$ cat config.mk
export PLATFORM = sky130hd
export DESIGN_NAME = cpctx_top
export DESIGN_NICKNAME = d
export VERILOG_FILES = /design/src/rtl/cpctx_pkg.sv /design/src/rtl/cpctx_exec.sv /design/src/rtl/cpctx_seq.sv /design/src/rtl/cpctx_top.sv
export SDC_FILE = /design/constraint.sdc
export NUM_CORES = 1
export LEC_CHECK = 0
export ABC_CLOCK_PERIOD_IN_PS = 3500
export BUFFER_PORTS_ARGS = -buffer_cell sky130_fd_sc_hd__clkbuf_2
export CAP_MARGIN = 20
export CORE_UTILIZATION = 57
export CTS_BUF_LIST = sky130_fd_sc_hd__clkbuf_8
export DETAILED_ROUTE_END_ITERATION = 10
export PLACE_DENSITY = 0.79
export SLEW_MARGIN = 10
export SYNTH_ARGS = -nofsm -noshare
export SYNTH_HDL_FRONTEND = slang
export SYNTH_SLANG_ARGS = --single-unit
$ cat constraint.sdc
create_clock -name clk -period 3.5 [get_ports clk]
set_clock_uncertainty 0.05 [all_clocks]
set_input_delay 0.175 -clock clk [delete_from_list [all_inputs] [get_ports clk]]
set_output_delay 0.175 -clock clk [all_outputs]
set_load 0.01 [all_outputs]
$ cat src/rtl/cpctx_pkg.sv
// Package cpctx_pkg: shared frame kinds, sequencer states and the format
// word encoder for the context save/restore controller.
package cpctx_pkg;

    typedef enum logic [3:0] {
        FR_NULL = 4'h0,
        FR_IDLE = 4'h1,
        FR_BUSY = 4'h2
    } frame_kind_t;

    typedef enum logic [2:0] {
        ST_IDLE,
        ST_WAIT,
        ST_EMIT,
        ST_RHDR,
        ST_RBODY
    } seq_state_t;

    localparam logic [1:0] CTX_NULL = 2'd0;
    localparam logic [1:0] CTX_IDLE = 2'd1;
    localparam logic [1:0] CTX_BUSY = 2'd2;

    // Build the leading word of a frame from its kind and word count.
    function automatic logic [31:0] fmt_word(input frame_kind_t kind, input logic [7:0] len);
        return {kind, 20'h0, len};
    endfunction

endpackage

$ cat src/rtl/cpctx_exec.sv
// Module cpctx_exec: stand-in execution unit. It holds NREG data registers
// plus the intermediate state of one multi-cycle operation (accumulator,
// operand, remaining count, destination). Each unfrozen cycle it adds the
// operand to the accumulator. When the count runs out, it writes the sum
// into the destination register.
// Assumes: the sequencer never asserts ld_en, start and a running step in the
// same cycle, and clear takes priority over everything else.
module cpctx_exec #(
    parameter int NREG  = 6,
    parameter int CNT_W = 16,
    parameter int IDX_W = 3,
    parameter int WI_W  = 6
) (
    input  logic             clk,
    input  logic             rst_n,
    input  logic             clear_i,
    input  logic             start_i,
    input  logic [IDX_W-1:0] start_dst_i,
    input  logic [31:0]      start_opnd_i,
    input  logic [CNT_W-1:0] start_len_i,
    input  logic             freeze_i,
    input  logic             halt_i,
    input  logic             resume_i,
    input  logic             ld_en_i,
    input  logic [WI_W-1:0]  ld_idx_i,
    input  logic [31:0]      ld_data_i,
    input  logic [WI_W-1:0]  rd_idx_i,
    output logic [31:0]      rd_word_o,
    output logic             running_o,
    output logic [CNT_W-1:0] rem_o
);

    localparam logic [WI_W-1:0] IX_ACC  = WI_W'(NREG + 1);
    localparam logic [WI_W-1:0] IX_OPND = WI_W'(NREG + 2);
    localparam logic [WI_W-1:0] IX_REM  = WI_W'(NREG + 3);
    localparam logic [WI_W-1:0] IX_DST  = WI_W'(NREG + 4);

    logic [31:0]      regs_q [NREG];
    logic [31:0]      acc_q;
    logic [31:0]      opnd_q;
    logic [CNT_W-1:0] rem_q;
    logic [IDX_W-1:0] dst_q;
    logic             run_q;
    logic [31:0]      sum;

    assign sum       = acc_q + opnd_q;
    assign running_o = run_q;
    assign rem_o     = rem_q;

    // Select the state word at a frame position (position 0 is handled upstream).
    always_comb begin
        rd_word_o = '0;
        for (int i = 0; i < NREG; i++) begin
            if (rd_idx_i == WI_W'(i + 1)) rd_word_o = regs_q[i];
        end
        if (rd_idx_i == IX_ACC)  rd_word_o = acc_q;
        if (rd_idx_i == IX_OPND) rd_word_o = opnd_q;
        if (rd_idx_i == IX_REM)  rd_word_o = 32'(rem_q);
        if (rd_idx_i == IX_DST)  rd_word_o = 32'(dst_q);
    end

    // Register file and operation state: reset, reload, start and step.
    always_ff @(posedge clk) begin
        if (!rst_n || clear_i) begin
            for (int i = 0; i < NREG; i++) regs_q[i] <= '0;
            acc_q  <= '0;
            opnd_q <= '0;
            rem_q  <= '0;
            dst_q  <= '0;
            run_q  <= 1'b0;
        end else begin
            if (ld_en_i) begin
                for (int i = 0; i < NREG; i++) begin
                    if (ld_idx_i == WI_W'(i + 1)) regs_q[i] <= ld_data_i;
                end
                if (ld_idx_i == IX_ACC)  acc_q  <= ld_data_i;
                if (ld_idx_i == IX_OPND) opnd_q <= ld_data_i;
                if (ld_idx_i == IX_REM)  rem_q  <= ld_data_i[CNT_W-1:0];
                if (ld_idx_i == IX_DST)  dst_q  <= ld_data_i[IDX_W-1:0];
            end
            if (halt_i) begin
                run_q <= 1'b0;
            end else if (resume_i) begin
                run_q <= (rem_q != '0);
            end else if (start_i) begin
                acc_q  <= '0;
                opnd_q <= start_opnd_i;
                dst_q  <= start_dst_i;
                rem_q  <= start_len_i;
                run_q  <= 1'b1;
            end else if (run_q && !freeze_i) begin
                acc_q <= sum;
                rem_q <= rem_q - 1'b1;
                if (rem_q == CNT_W'(1)) begin
                    run_q <= 1'b0;
                    for (int i = 0; i < NREG; i++) begin
                        if (dst_q == IDX_W'(i)) regs_q[i] <= sum;
                    end
                end
            end
        end
    end

endmodule

$ cat src/rtl/cpctx_seq.sv
// Module cpctx_seq: frame sequencer. It accepts save and restore commands
// only when no frame is in progress. On a save it picks the frame kind (waiting
// for a checkpoint or for completion while an operation runs) and streams the
// frame. On a restore it checks the format word and then steers the remaining
// words into the execution unit.
// Assumes: CKPT is a power of two and BUSY_LEN >= IDLE_LEN + 4, BUSY_LEN <= 255.
module cpctx_seq
    import cpctx_pkg::*;
#(
    parameter int IDLE_LEN = 7,
    parameter int BUSY_LEN = 46,
    parameter int CKPT     = 4,
    parameter int CNT_W    = 16,
    parameter int WI_W     = 6
) (
    input  logic             clk,
    input  logic             rst_n,
    input  logic             save_req_i,
    input  logic             restore_req_i,
    input  logic             op_start_i,
    input  logic [CNT_W-1:0] op_len_i,
    input  logic             rd_ready_i,
    input  logic             wr_valid_i,
    input  logic [31:0]      wr_data_i,
    input  logic             running_i,
    input  logic [CNT_W-1:0] rem_i,
    input  logic [31:0]      exec_word_i,
    output logic             rd_valid_o,
    output logic [31:0]      rd_data_o,
    output logic             wr_ready_o,
    output logic             xfer_active_o,
    output logic [1:0]       ctx_state_o,
    output logic             proto_err_o,
    output logic             start_o,
    output logic             freeze_o,
    output logic             halt_o,
    output logic             resume_o,
    output logic             clear_o,
    output logic             ld_en_o,
    output logic [WI_W-1:0]  idx_o
);

    localparam logic [CNT_W-1:0] CK_MASK   = CNT_W'(CKPT - 1);
    localparam logic [CNT_W-1:0] BUSY_REM  = CNT_W'(BUSY_LEN);
    localparam logic [7:0]       IDLE_L8   = 8'(IDLE_LEN);
    localparam logic [7:0]       BUSY_L8   = 8'(BUSY_LEN);

    seq_state_t      st_q;
    frame_kind_t     kind_q;
    logic [WI_W-1:0] widx_q;
    logic            null_q;
    logic            err_q;

    logic            take_busy, last, hdr_ok_pad;
    logic            hdr_null, hdr_idle, hdr_busy;
    logic [WI_W-1:0] last_idx;
    logic [7:0]      kind_len;

    // Decide whether a running operation sits on a checkpoint worth suspending at.
    assign take_busy = running_i && (rem_i >= BUSY_REM) && ((rem_i & CK_MASK) == '0);

    // Frame length and last index for the frame kind in flight.
    always_comb begin
        case (kind_q)
            FR_IDLE: begin kind_len = IDLE_L8; last_idx = WI_W'(IDLE_LEN - 1); end
            FR_BUSY: begin kind_len = BUSY_L8; last_idx = WI_W'(BUSY_LEN - 1); end
            default: begin kind_len = 8'd1;    last_idx = '0;                  end
        endcase
    end
    assign last = (widx_q == last_idx);

    // Classify an incoming format word.
    assign hdr_ok_pad = (wr_data_i[27:8] == '0);
    assign hdr_null   = hdr_ok_pad && wr_data_i[31:28] == FR_NULL && wr_data_i[7:0] == 8'd1;
    assign hdr_idle   = hdr_ok_pad && wr_data_i[31:28] == FR_IDLE && wr_data_i[7:0] == IDLE_L8;
    assign hdr_busy   = hdr_ok_pad && wr_data_i[31:28] == FR_BUSY && wr_data_i[7:0] == BUSY_L8;

    // Port-side handshakes and the command strobes towards the execution unit.
    always_comb begin
        rd_valid_o    = (st_q == ST_EMIT);
        wr_ready_o    = (st_q == ST_RHDR) || (st_q == ST_RBODY);
        rd_data_o     = (widx_q == '0) ? fmt_word(kind_q, kind_len) : exec_word_i;
        xfer_active_o = (st_q != ST_IDLE);
        ctx_state_o   = null_q ? CTX_NULL : (running_i ? CTX_BUSY : CTX_IDLE);
        proto_err_o   = err_q;
        idx_o         = widx_q;
        start_o       = op_start_i && (st_q == ST_IDLE) && !running_i && (op_len_i != '0)
                        && !(restore_req_i && !save_req_i);
        freeze_o      = ((st_q == ST_WAIT) && !null_q && take_busy)
                        || ((st_q == ST_EMIT) && (kind_q == FR_BUSY));
        halt_o        = ((st_q == ST_EMIT) && (kind_q == FR_BUSY) && rd_ready_i && last)
                        || ((st_q == ST_RHDR) && wr_valid_i && (hdr_idle || hdr_busy));
        clear_o       = (st_q == ST_RHDR) && wr_valid_i && hdr_null;
        ld_en_o       = (st_q == ST_RBODY) && wr_valid_i;
        resume_o      = ld_en_o && last && (kind_q == FR_BUSY);
    end

    // Sequencer state, frame position, empty flag and sticky error flag.
    always_ff @(posedge clk) begin
        if (!rst_n) begin
            st_q   <= ST_IDLE;
            kind_q <= FR_NULL;
            widx_q <= '0;
            null_q <= 1'b1;
            err_q  <= 1'b0;
        end else begin
            if (start_o) null_q <= 1'b0;
            case (st_q)
                ST_IDLE: begin
                    widx_q <= '0;
                    if (save_req_i)         st_q <= ST_WAIT;
                    else if (restore_req_i) st_q <= ST_RHDR;
                end
                ST_WAIT: begin
                    if (null_q) begin
                        kind_q <= FR_NULL;
                        st_q   <= ST_EMIT;
                    end else if (!running_i) begin
                        kind_q <= FR_IDLE;
                        st_q   <= ST_EMIT;
                    end else if (take_busy) begin
                        kind_q <= FR_BUSY;
                        st_q   <= ST_EMIT;
                    end
                end
                ST_EMIT: begin
                    if (rd_ready_i) begin
                        widx_q <= widx_q + 1'b1;
                        if (last) st_q <= ST_IDLE;
                    end
                end
                ST_RHDR: begin
                    if (wr_valid_i) begin
                        widx_q <= WI_W'(1);
                        if (hdr_null) begin
                            null_q <= 1'b1;
                            st_q   <= ST_IDLE;
                        end else if (hdr_idle || hdr_busy) begin
                            kind_q <= hdr_busy ? FR_BUSY : FR_IDLE;
                            st_q   <= ST_RBODY;
                        end else begin
                            err_q <= 1'b1;
                            st_q  <= ST_IDLE;
                        end
                    end
                end
                ST_RBODY: begin
                    if (wr_valid_i) begin
                        widx_q <= widx_q + 1'b1;
                        if (last) begin
                            null_q <= 1'b0;
                            st_q   <= ST_IDLE;
                        end
                    end
                end
                default: st_q <= ST_IDLE;
            endcase
        end
    end

endmodule

$ cat src/rtl/cpctx_top.sv
// Module cpctx_top: context save/restore controller for a slave coprocessor.
// It joins the frame sequencer to the stand-in execution unit. Restore words
// go straight into the execution unit, and saved words are read from it.
// Assumes: the host moves every frame word through the valid/ready ports;
// the block never starts a transfer on its own.
module cpctx_top #(
    parameter int IDLE_LEN = 7,
    parameter int BUSY_LEN = 46,
    parameter int CKPT     = 4,
    parameter int CNT_W    = 16,
    localparam int NREG    = IDLE_LEN - 1,
    localparam int IDX_W   = (NREG > 1) ? $clog2(NREG) : 1,
    localparam int WI_W    = $clog2(BUSY_LEN)
) (
    input  logic             clk,
    input  logic             rst_n,
    input  logic             op_start,
    input  logic [IDX_W-1:0] op_dst,
    input  logic [31:0]      op_operand,
    input  logic [CNT_W-1:0] op_len,
    input  logic             save_req,
    input  logic             restore_req,
    output logic             rd_valid,
    input  logic             rd_ready,
    output logic [31:0]      rd_data,
    input  logic             wr_valid,
    output logic             wr_ready,
    input  logic [31:0]      wr_data,
    output logic             xfer_active,
    output logic             exec_busy,
    output logic [1:0]       ctx_state,
    output logic             proto_err
);

    logic             start_w, freeze_w, halt_w, resume_w, clear_w, ld_en_w, running_w;
    logic [WI_W-1:0]  idx_w;
    logic [CNT_W-1:0] rem_w;
    logic [31:0]      word_w;

    assign exec_busy = running_w;

    cpctx_seq #(
        .IDLE_LEN(IDLE_LEN), .BUSY_LEN(BUSY_LEN), .CKPT(CKPT),
        .CNT_W(CNT_W), .WI_W(WI_W)
    ) u_seq (
        .clk(clk), .rst_n(rst_n),
        .save_req_i(save_req), .restore_req_i(restore_req),
        .op_start_i(op_start), .op_len_i(op_len),
        .rd_ready_i(rd_ready), .wr_valid_i(wr_valid), .wr_data_i(wr_data),
        .running_i(running_w), .rem_i(rem_w), .exec_word_i(word_w),
        .rd_valid_o(rd_valid), .rd_data_o(rd_data), .wr_ready_o(wr_ready),
        .xfer_active_o(xfer_active), .ctx_state_o(ctx_state), .proto_err_o(proto_err),
        .start_o(start_w), .freeze_o(freeze_w), .halt_o(halt_w), .resume_o(resume_w),
        .clear_o(clear_w), .ld_en_o(ld_en_w), .idx_o(idx_w)
    );

    cpctx_exec #(
        .NREG(NREG), .CNT_W(CNT_W), .IDX_W(IDX_W), .WI_W(WI_W)
    ) u_exec (
        .clk(clk), .rst_n(rst_n),
        .clear_i(clear_w), .start_i(start_w),
        .start_dst_i(op_dst), .start_opnd_i(op_operand), .start_len_i(op_len),
        .freeze_i(freeze_w), .halt_i(halt_w), .resume_i(resume_w),
        .ld_en_i(ld_en_w), .ld_idx_i(idx_w), .ld_data_i(wr_data),
        .rd_idx_i(idx_w), .rd_word_o(word_w),
        .running_o(running_w), .rem_o(rem_w)
    );

endmodule

**Word-level counts from Yosys, hierarchy flattened**

Memory sizes are Yosys's and may differ from the RTL's.
Cells that the tools add are included.

- Bits in registers: 99
- Output and inout port bits: 39
- Bits in latches: 0
- Memories kept: 1
- Word-level logic and storage cells: 276
- ROM bits: 0
- Bits of input ports: 90
- RAM bits: 192

Memory list:

| memory | words | width | rd ports | clocked after Yosys merged registers in | wr ports | RTL line | text |
|---|---|---|---|---|---|---|---|
| u_exec.regs_q | 6 | 32 | 6 | 0 | 6 | cpctx_exec.sv:38 | `logic [31:0] regs_q [NREG];` |

- Order comparisons: 1
- Shift operators: 0
- Add/sub/neg operators: 3
- Div/mod/pow operators: 0
- Multiplexer cells: 157
- Eq/ne operators: 35
- Multipliers: 0
- Bitwise operators: 14
- Reductions and logical operators: 55

Operators with widths:

| kind | number |
|---|---|
| 32-bit two-way mux | 34 |
| 16-bit two-way mux | 6 |
| 1-bit two-way mux | 83 |
| 3-bit two-way mux | 16 |
| 32-bit adder | 1 |
| 16-bit nonzero test | 2 |
| 1-bit logical AND | 25 |
| 6-bit by 3-bit equality test with 1-bit output, second input constant | 4 |
| 4-bit two-way mux | 6 |
| 6-bit one-hot mux with 2 select lines | 2 |
| 6-bit one-hot mux with 4 select lines | 1 |
| 20-bit zero test | 1 |
| 6-bit by 4-bit equality test with 1-bit output, second input constant | 3 |
| 6-bit two-way mux | 3 |
| 16-bit by 1-bit equality test with 1-bit output, second input constant | 1 |
| 16-bit by 6-bit greater-or-equal comparator with 1-bit output, second input constant | 1 |
| 16-bit zero test | 1 |
| 16-bit by 1-bit subtractor with 16-bit output, second input constant | 1 |
| 3-bit one-hot mux with 5 select lines | 1 |
| 3-bit by 2-bit equality test with 1-bit output, second input constant | 4 |
| 6-bit by 2-bit equality test with 1-bit output, second input constant | 2 |
| 1-bit bitwise OR | 12 |
| 5-bit AND reduction | 2 |
| 3-bit equality test, second input constant | 3 |
| other kinds (28) | 50 |

**Depth between registers and ports, before layout**

Gate-level depths: netlist (run 1).

- Word-level depth: 14
- Gate-level depth with buffers: 14
- Depth with buffers taken out: 11

**Cells and area by module**

From an unflattened synthesis (run 1), not the netlist that was laid out.

- Cells, all modules: 1968
- Area, all modules: 18016.0 um^2

By module, submodules not included:

| module | cells an instance | area an instance (um^2) | instances | seq. area each (um^2) |
|---|---|---|---|---|
| cpctx_exec | 1769 | 16587.2 | 1 | 7447.1 |
| cpctx_seq | 199 | 1428.9 | 1 | 260.2 |

**Least setup slack after synthesis (run 1)**

OpenSTA, ideal clock, no wires.

- Path kind: flip-flop to flip-flop
- Start point: register u_exec.rem_q[0], in the netlist u_exec.rem_o[0]
- End point: memory u_exec.regs_q[4][0] (enable)
- Buffers on the path: 3
- Path slack: -323 ps
- Library setup time: 389 ps
- Period minus slack after synthesis: 3823 ps
- Cell stages (with the launch flop): 14
- Required time: 3061 ps
- Data arrival time: 3383 ps
- Cell sequence: dfxtp_1 -> clkbuf_1 -> inv_1 -> ha_1 -> o211a_1 -> o21a_1 -> o31ai_1 -> o211ai_1 -> nor4_2 -> nand2_1 -> or2_1 -> buf_4 -> buf_2 -> nand2_1

RTL lines:

| element | RTL line | text |
|---|---|---|
| from (decl) | cpctx_exec.sv:41 | `logic [CNT_W-1:0] rem_q;` |
| from (signal assigned) | cpctx_exec.sv:78 | `if (ld_idx_i == IX_REM) rem_q <= ld_data_i[CNT_W-1:0];` |
| from (signal assigned) | cpctx_exec.sv:89 | `rem_q <= start_len_i;` |
| from (signal assigned) | cpctx_exec.sv:93 | `rem_q <= rem_q - 1'b1;` |
| to (decl) | cpctx_exec.sv:38 |  |

**Worst setup path in the final report (run 1)**

- Start point: register u_seq.widx_q[5], in the netlist u_seq.idx_o[5]
- End point: output port rd_data[1]

- Cells in the longest elaborated chain, start to end: 12
- Elaborated cells on any way between the ends: 22
- Classes of those cells: eq/ne (10); mux (11); reduce/logical (1)

Ends and longest elaborated chain:

| element | RTL line | text |
|---|---|---|
| from (decl) | cpctx_seq.sv:50 | `logic [WI_W-1:0] widx_q;` |
| from (signal assigned) | cpctx_seq.sv:128 | `widx_q <= widx_q + 1'b1;` |
| from (signal assigned) | cpctx_seq.sv:149 | `widx_q <= widx_q + 1'b1;` |
| 6-bit by 1-bit equality test with 1-bit output | cpctx_exec.sv:54 | `if (rd_idx_i == WI_W'(i + 1)) rd_word_o = regs_q[i];` |
| 32-bit two-way mux (6 in a row) | cpctx_exec.sv:54 |  |
| 32-bit two-way mux | cpctx_exec.sv:56 | `if (rd_idx_i == IX_ACC) rd_word_o = acc_q;` |
| 32-bit two-way mux | cpctx_exec.sv:57 | `if (rd_idx_i == IX_OPND) rd_word_o = opnd_q;` |
| 32-bit two-way mux | cpctx_exec.sv:58 | `if (rd_idx_i == IX_REM) rd_word_o = 32'(rem_q);` |
| 32-bit two-way mux | cpctx_exec.sv:59 | `if (rd_idx_i == IX_DST) rd_word_o = 32'(dst_q);` |
| 32-bit two-way mux (*) | cpctx_seq.sv:82 | `rd_data_o = (widx_q == '0) ? fmt_word(kind_q, kind_len) : exec_word_i;` |
| to (decl) | cpctx_top.sv:25 | `output logic [31:0] rd_data,` |

Mark *: on every way between the ends. The rest lies on a longest branch, timed or not.

==> impl_metrics.json, run 1 <==
{
  "fin_cells": 2600,
  "regArea_sq_um": 7712,
  "setup_viol": 1,
  "numPortBuffers": 128,
  "worst_pin_slew_ps": 969.0,
  "cts_buffers": 49,
  "syn-cell-area_sq_um": 17340,
  "drc_errors": 0,
  "post_dp_cell_area_sq_um": 19080,
  "finalCriticalPeriod_ps": 3503,
  "grt_max_degree": 76,
  "maxSlewViolCount": 0,
  "place_ws_ps": 41.51,
  "ant_nets": 0,
  "violations": "negative setup slack",
  "dr.first_iter.drc_count": 3087,
  "syn_nets": 2091,
  "crit_buf_inv": 2,
  "timing.slew.headroom_pct": 35.18,
  "overflow": 0,
  "fin_setup_tns_ps": -3.347,
  "synthCells": 1958,
  "fin_ws_ps": -3.347,
  "track_usage_pct": 40.42,
  "die_h_microns": 176.4,
  "synth_cell_types": 77,
  "diodes": 0,
  "worst_ep_arrival_time_ps": 3280,
  "seq_area_frac_synth_pct": 44.45,
  "maxCapViolations": 0,
  "routed_wl_microns": 63940,
  "synthTopCellsByArea": "edfxtp_1 33%, dfxtp_1 11%, o21ai_0 5.7%, nand3_1 5.4%, nand2_1 4.8%",
  "postSynth.asyncResetShare_pct": 0,
  "num_rows": 63,
  "htreeDepth": 2,
  "ys_seq_elements": 289,
  "max_freq_mhz": 285.4,
  "synth_most_common_cell": "nand2_1",
  "drtPass1Iterations": 7,
  "irDropWorstVdd_mv": 0.3919,
  "core-area_sq_um": 29800,
  "multi_input_area_sq_um": 8907,
  "synth_top_area_share_pct": 33.25,
  "path_cells": "nor4b_2 -> buf_4 -> and2_2 -> nor2_1 -> o211ai_1 -> and3_1 -> a211o_1 -> a21oi_1 -> clkbuf_2",
  "vias": 17970,
  "required_ps": 3270,
  "dp.cells": 2428,
  "drive_gt1_share_pct": 18.51,
  "start_util_pct": 58.19,
  "clk_transition_reported_paths_ps": 60,
  "synth_top_area_cell": "edfxtp_1",
  "slowest_delay_ps": 520,
  "synth.avg_cell_area_sq_um": 8.855,
  "cp_top_family": "simple AND/OR/NAND/NOR gates",
  "areaGrowthSynthToFinish_pct": 21.33,
  "nNetsFinal": 2308,
  "grt_pass1_wl_microns": 95830,
  "io_pins": 129,
  "cp_slowest_cell": "nor2_1",
  "die_area_sq_um": 31120,
  "final.period_utilization_pct": 100.1,
  "status": "finished with violations",
  "die_w_microns": 176.4,
  "wl_per_cell_microns": 24.59,
  "via_per_inst": 6.910,
  "grt_pass1_vias": 16610,
  "root_buffer": "clkbuf_8",
  "power.density_nw_per_um2": 560.8,
  "power_leakage_nw": 7.850,
  "place_hpwl_microns": 43220,
  "fin_area_sq_um": 21040,
  "finalWeightedCongestion": 0.9530,
  "crit_path_start_kind": "flip-flop",
  "yosys-top-cells-count": "224 x nand2_1, 199 x o21ai_0, 192 x edfxtp_1",
  "antenna_found_initial": 1,
  "synth-edff-count": 192,
  "critical_path_class": "flip-flop to output pin",
  "clock_sink_count": 289,
  "rsz0062_at_grt": "yes",
  "ys.flop_type": "edfxtp_1",
  "fill_cells": 2233,
  "clockBufferDepth": 3,
  "hold_violations": 0,
  "cts_tree": "built",
  "critPathMaxFanout": 7,
  "yosys_warnings": 0,
  "hp-class": "primary input to flip-flop",
  "worst_skew_pair.late_latency_ps": 620,
  "endpoint_kind": "output pin",
  "postLayoutCoreUtil_pct": 70.60
}
-- layout make-up --
type                    instances  share of cell area [%]
repair buffers                359                   13.88
inverters                      21                  0.3747
well taps                     390                   2.320
flip-flops and latches        289                   36.66
clock inverters                32                  0.8922
multi-input cells            1455                   42.34
clock buffers                  54                   3.533
-- routing by layer --
| layer | vias to the layer above | routed length, microns | GRT usage, % |
|---|---|---|---|
| li1 | 7850 | - | - |
| met1 | 8430 | 23370 | 55.30 |
| met2 | 1455 | 27880 | 61.04 |
| met3 | 229 | 9865 | 10.47 |
| met4 | 2 | 2807 | 16.20 |
| met5 | - | 16 | 0 |
-- worst register-to-register path, stage by stage, from the launching register on --
cell and delay (ps):
dfxtp_1 330, ha_1 240, fa_1 440, a211oi_2 280, o21bai_2 130, o2111ai_2 280, o211ai_1 190, o21ai_0 200
buf_4 170, o221ai_1 130, a21oi_1 200, xor2_1 190, buf_4 200, o21ai_0 110
-- sequential cells by signal, indices dropped and copies added (netlist names) --
signal,flops
u_exec.dst_q,3
u_seq.idx_o,6
u_exec.opnd_q,32
u_exec.regs_q,192
u_seq.kind_q,2
u_seq.null_q,1
u_seq.st_q,3
u_exec.acc_q,32
u_exec.running_o,1
u_exec.rem_o,16
u_seq.proto_err_o,1
-- stage by stage --
step | total power, W | hold slack (ps)
after detailed placement | 0.008430 | 352.8
after global routing | 0.01220 | 15.24
after global placement | 0.008317 | 349.6
final | 0.01180 | 28.37
after CTS | 0.01146 | 2.565
after floorplan | 0.006725 | 235.4
-- repair_timing --
action	CTS	global route
hold endpoints to repair	89	0
setup buffers	0	8
resized for setup	14	32
hold buffers	77	0
cloned	0	1
endpoints found under the setup margin	29	164
pin swaps	0	10
-- cell usage in the layout (no fill, tap or decap), drive strengths merged, types with 72 or more instances in the layout --
master,instances
o21ai,234
nand2,224
edfxtp,192
nand3,188
clkbuf,183
buf,153
a21oi,108
nor2,102
dfxtp,97
dlygate4sd3,77
a22oi,72
-- where the power goes --
part           leakage, nW  switching [W]  internal [W]
clock network        0.538        0.00146       0.00150
registers             2.78       0.000386       0.00400
logic                 4.53        0.00283       0.00162
-- logic make-up after synthesis --
logic type,count (synthesis),share of synthesized area (%)
buffers and inverters,214,5.355
XOR/XNOR,43,2.172
multiplexers,11,0.6423
flip-flops,289,44.45
AND/OR/NAND/NOR,660,18.32
adder cells (fa/ha/maj),43,3.146
AO/OA/AOI/OAI,698,25.91
-- final timing paths --
| kind | slack (ps) | start | to | depth (start not counted) |
|---|---|---|---|---|
| hold reg to reg | 450 | u_seq.proto_err_o | u_seq.proto_err_o | 2 |
| hold / removal | 30 | wr_data[21] | u_exec.regs_q[3][21] | 3 |
| setup reg to reg | 110 | u_exec.opnd_q[0] | u_exec.regs_q[0][30] | 13 |
| setup / recovery | -3 | u_seq.idx_o[5] | rd_data[1] | 9 |
No activity file was read; power rests on OpenSTA's default activity.
==> run 2, diff against run 1 <==
--- a/config.mk
+++ b/config.mk
@@ -5,13 +5,13 @@
 export SDC_FILE = /design/constraint.sdc
 export NUM_CORES = 1
 export LEC_CHECK = 0
-export ABC_CLOCK_PERIOD_IN_PS = 3500
+export ABC_CLOCK_PERIOD_IN_PS = 4300
 export BUFFER_PORTS_ARGS = -buffer_cell sky130_fd_sc_hd__clkbuf_2
 export CAP_MARGIN = 20
-export CORE_UTILIZATION = 57
+export CORE_UTILIZATION = 60
 export CTS_BUF_LIST = sky130_fd_sc_hd__clkbuf_8
 export DETAILED_ROUTE_END_ITERATION = 10
-export PLACE_DENSITY = 0.79
+export PLACE_DENSITY = 0.8
 export SLEW_MARGIN = 10
 export SYNTH_ARGS = -nofsm -noshare
 export SYNTH_HDL_FRONTEND = slang
==> constraint.sdc (replaced) <==
create_clock -name clk -period 4.3 [get_ports clk]
set_clock_uncertainty 0.05 [all_clocks]
set_input_delay 0.215 -clock clk [delete_from_list [all_inputs] [get_ports clk]]
set_output_delay 0.215 -clock clk [all_outputs]
set_load 0.01 [all_outputs]
==> impl_metrics.json, run 2 (synthesis gave the netlist of run 1 again) <==
{
  "finalCriticalPeriod_ps": 4073,
  "finalWeightedCongestion": 0.9511,
  "place_ws_ps": 576.9,
  "grt_pass1_wl_microns": 91380,
  "timing.slew.headroom_pct": 34.29,
  "place_hpwl_microns": 40910,
  "clockBufferDepth": 3,
  "largestRegisters": "u_exec.regs_q: 192 flops, u_exec.acc_q: 32 flops, u_exec.opnd_q: 32 flops",
  "die_w_microns": 172.0,
  "via_per_inst": 7.032,
  "rsz0062_at_grt": "no",
  "die_h_microns": 172.0,
  "start_util_pct": 61.73,
  "fin_setup_tns_ps": 0,
  "track_usage_pct": 40.95,
  "drc_errors": 0,
  "die_area_sq_um": 29580,
  "io_pins": 129,
  "power.density_nw_per_um2": 464.4,
  "critPathMaxFanout": 18,
  "antenna_found_initial": 0,
  "max_freq_mhz": 245.5,
  "whs_ps": 0.6391,
  "num_rows": 61,
  "cp_slowest_cell": "o41ai_1",
  "fill_cells": 2248,
  "final.period_utilization_pct": 94.73,
  "drtPass1Iterations": 8,
  "path_cells": "inv_1 -> ha_1 -> and2_1 -> nor2_1 -> nand2_2 -> o41ai_1 -> clkbuf_2",
  "grt_pass1_vias": 16110,
  "maxCapViolations": 0,
  "root_buffer": "clkbuf_8",
  "worst_ep_arrival_time_ps": 3810,
  "htreeDepth": 2,
  "fin_ws_ps": 226.5,
  "areaGrowthSynthToFinish_pct": 14.02,
  "endpoint_kind": "output pin",
  "worst_skew_pair.late_latency_ps": 600,
  "crit_path_start_kind": "flip-flop",
  "vias": 17530,
  "wl_per_cell_microns": 24.46,
  "worst_pin_slew_ps": 982.3,
  "ant_nets": 0,
  "numPortBuffers": 128,
  "cts_tree": "built",
  "dr.first_iter.drc_count": 3240,
  "fin_area_sq_um": 19770,
  "power_leakage_nw": 7.214,
  "grt_max_degree": 76,
  "hold_violations": 0,
  "status": "complete, no violations",
  "fin_cells": 2493,
  "routed_wl_microns": 60980,
  "maxSlewViolCount": 0,
  "top_register": "u_exec.regs_q",
  "diodes": 0,
  "drive_gt1_share_pct": 13.95,
  "irDropWorstVdd_mv": 0.3312,
  "critical_path_class": "flip-flop to output pin",
  "overflow": 0,
  "clock_sink_count": 289,
  "clk_transition_reported_paths_ps": 60,
  "required_ps": 4030,
  "cts_buffers": 49,
  "post_dp_cell_area_sq_um": 18240,
  "core-area_sq_um": 28090,
  "nNetsFinal": 2207,
  "slowest_delay_ps": 660,
  "dp.cells": 2342,
  "mostFrequentLayoutCells": "220 x nand2_1, 199 x o21ai_0, 192 x edfxtp_1",
  "setup_viol": 0,
  "largest_reg_flops": 192,
  "hp-class": "primary input to flip-flop",
  "final_common_cell": "nand2_1"
}
-- run 2: cell type report --
cell class / count / area (sq um) / share of cell area [%]
multi-input cells: 1455 / 8765 / 44.34
flip-flops and latches: 289 / 7707 / 38.99
repair buffers: 258 / 1814 / 9.177
clock buffers: 50 / 688.2 / 3.481
well taps: 378 / 473.0 / 2.392
clock inverters: 42 / 242.7 / 1.228
inverters: 21 / 78.83 / 0.3987
-- run 2: through the flow --
stage / power [W] / util (%)
after floorplan: 0.005474 / -
after global placement: 0.006481 / 64.94
after detailed placement: 0.006561 / 64.94
after CTS: 0.008976 / 70.36
after global routing: 0.009510 / 70.38
final: 0.009180 / 70.38
-- run 2: layer usage --
metal  up-vias  share of wire (%)  track usage, %  wire length [microns]
met2      1463                 42           58.42                  25740
met1      8172                 37           56.96                  22500
met3       240                 16           12.66                   9983
li1       7657                  -               -                      -
met5         -                  0               0                      0
met4         0                4.5           18.08                   2752
-- run 2: what timing repair did --
action,in CTS,in global routing
resized for setup,0,2
setup buffers,0,0
endpoints found under the setup margin,0,4
hold endpoints to repair,55,0
hold buffers,59,0
-- run 2: final timing paths --
path	slack, ps	startpoint	cells past startpoint	to
worst max-delay path	230	u_seq.idx_o[0]	7	rd_data[3]
worst min-delay path	0.6	save_req	4	u_seq.st_q[1]
worst min register to register	460	u_exec.opnd_q[7]	2	u_exec.opnd_q[7]
worst max register to register	500	u_exec.rem_o[12]	8	u_exec.regs_q[5][19]
-- run 2: power breakdown --
part,switching (W),internal [W]
clock,0.00121,0.00121
combinational,0.00213,0.00102
sequential,0.000349,0.00326
total,0.00369,0.00549
-- run 2: worst max-delay path: cells and delay by family, from the launching register on --
kind                       cells  cell delay [ps]
and+or+nand+nor                3             1400
AOI/OAI and AO/OA              1              660
DFF                            1              500
buffers and inverters          2              340
adders and majority gates      1              300
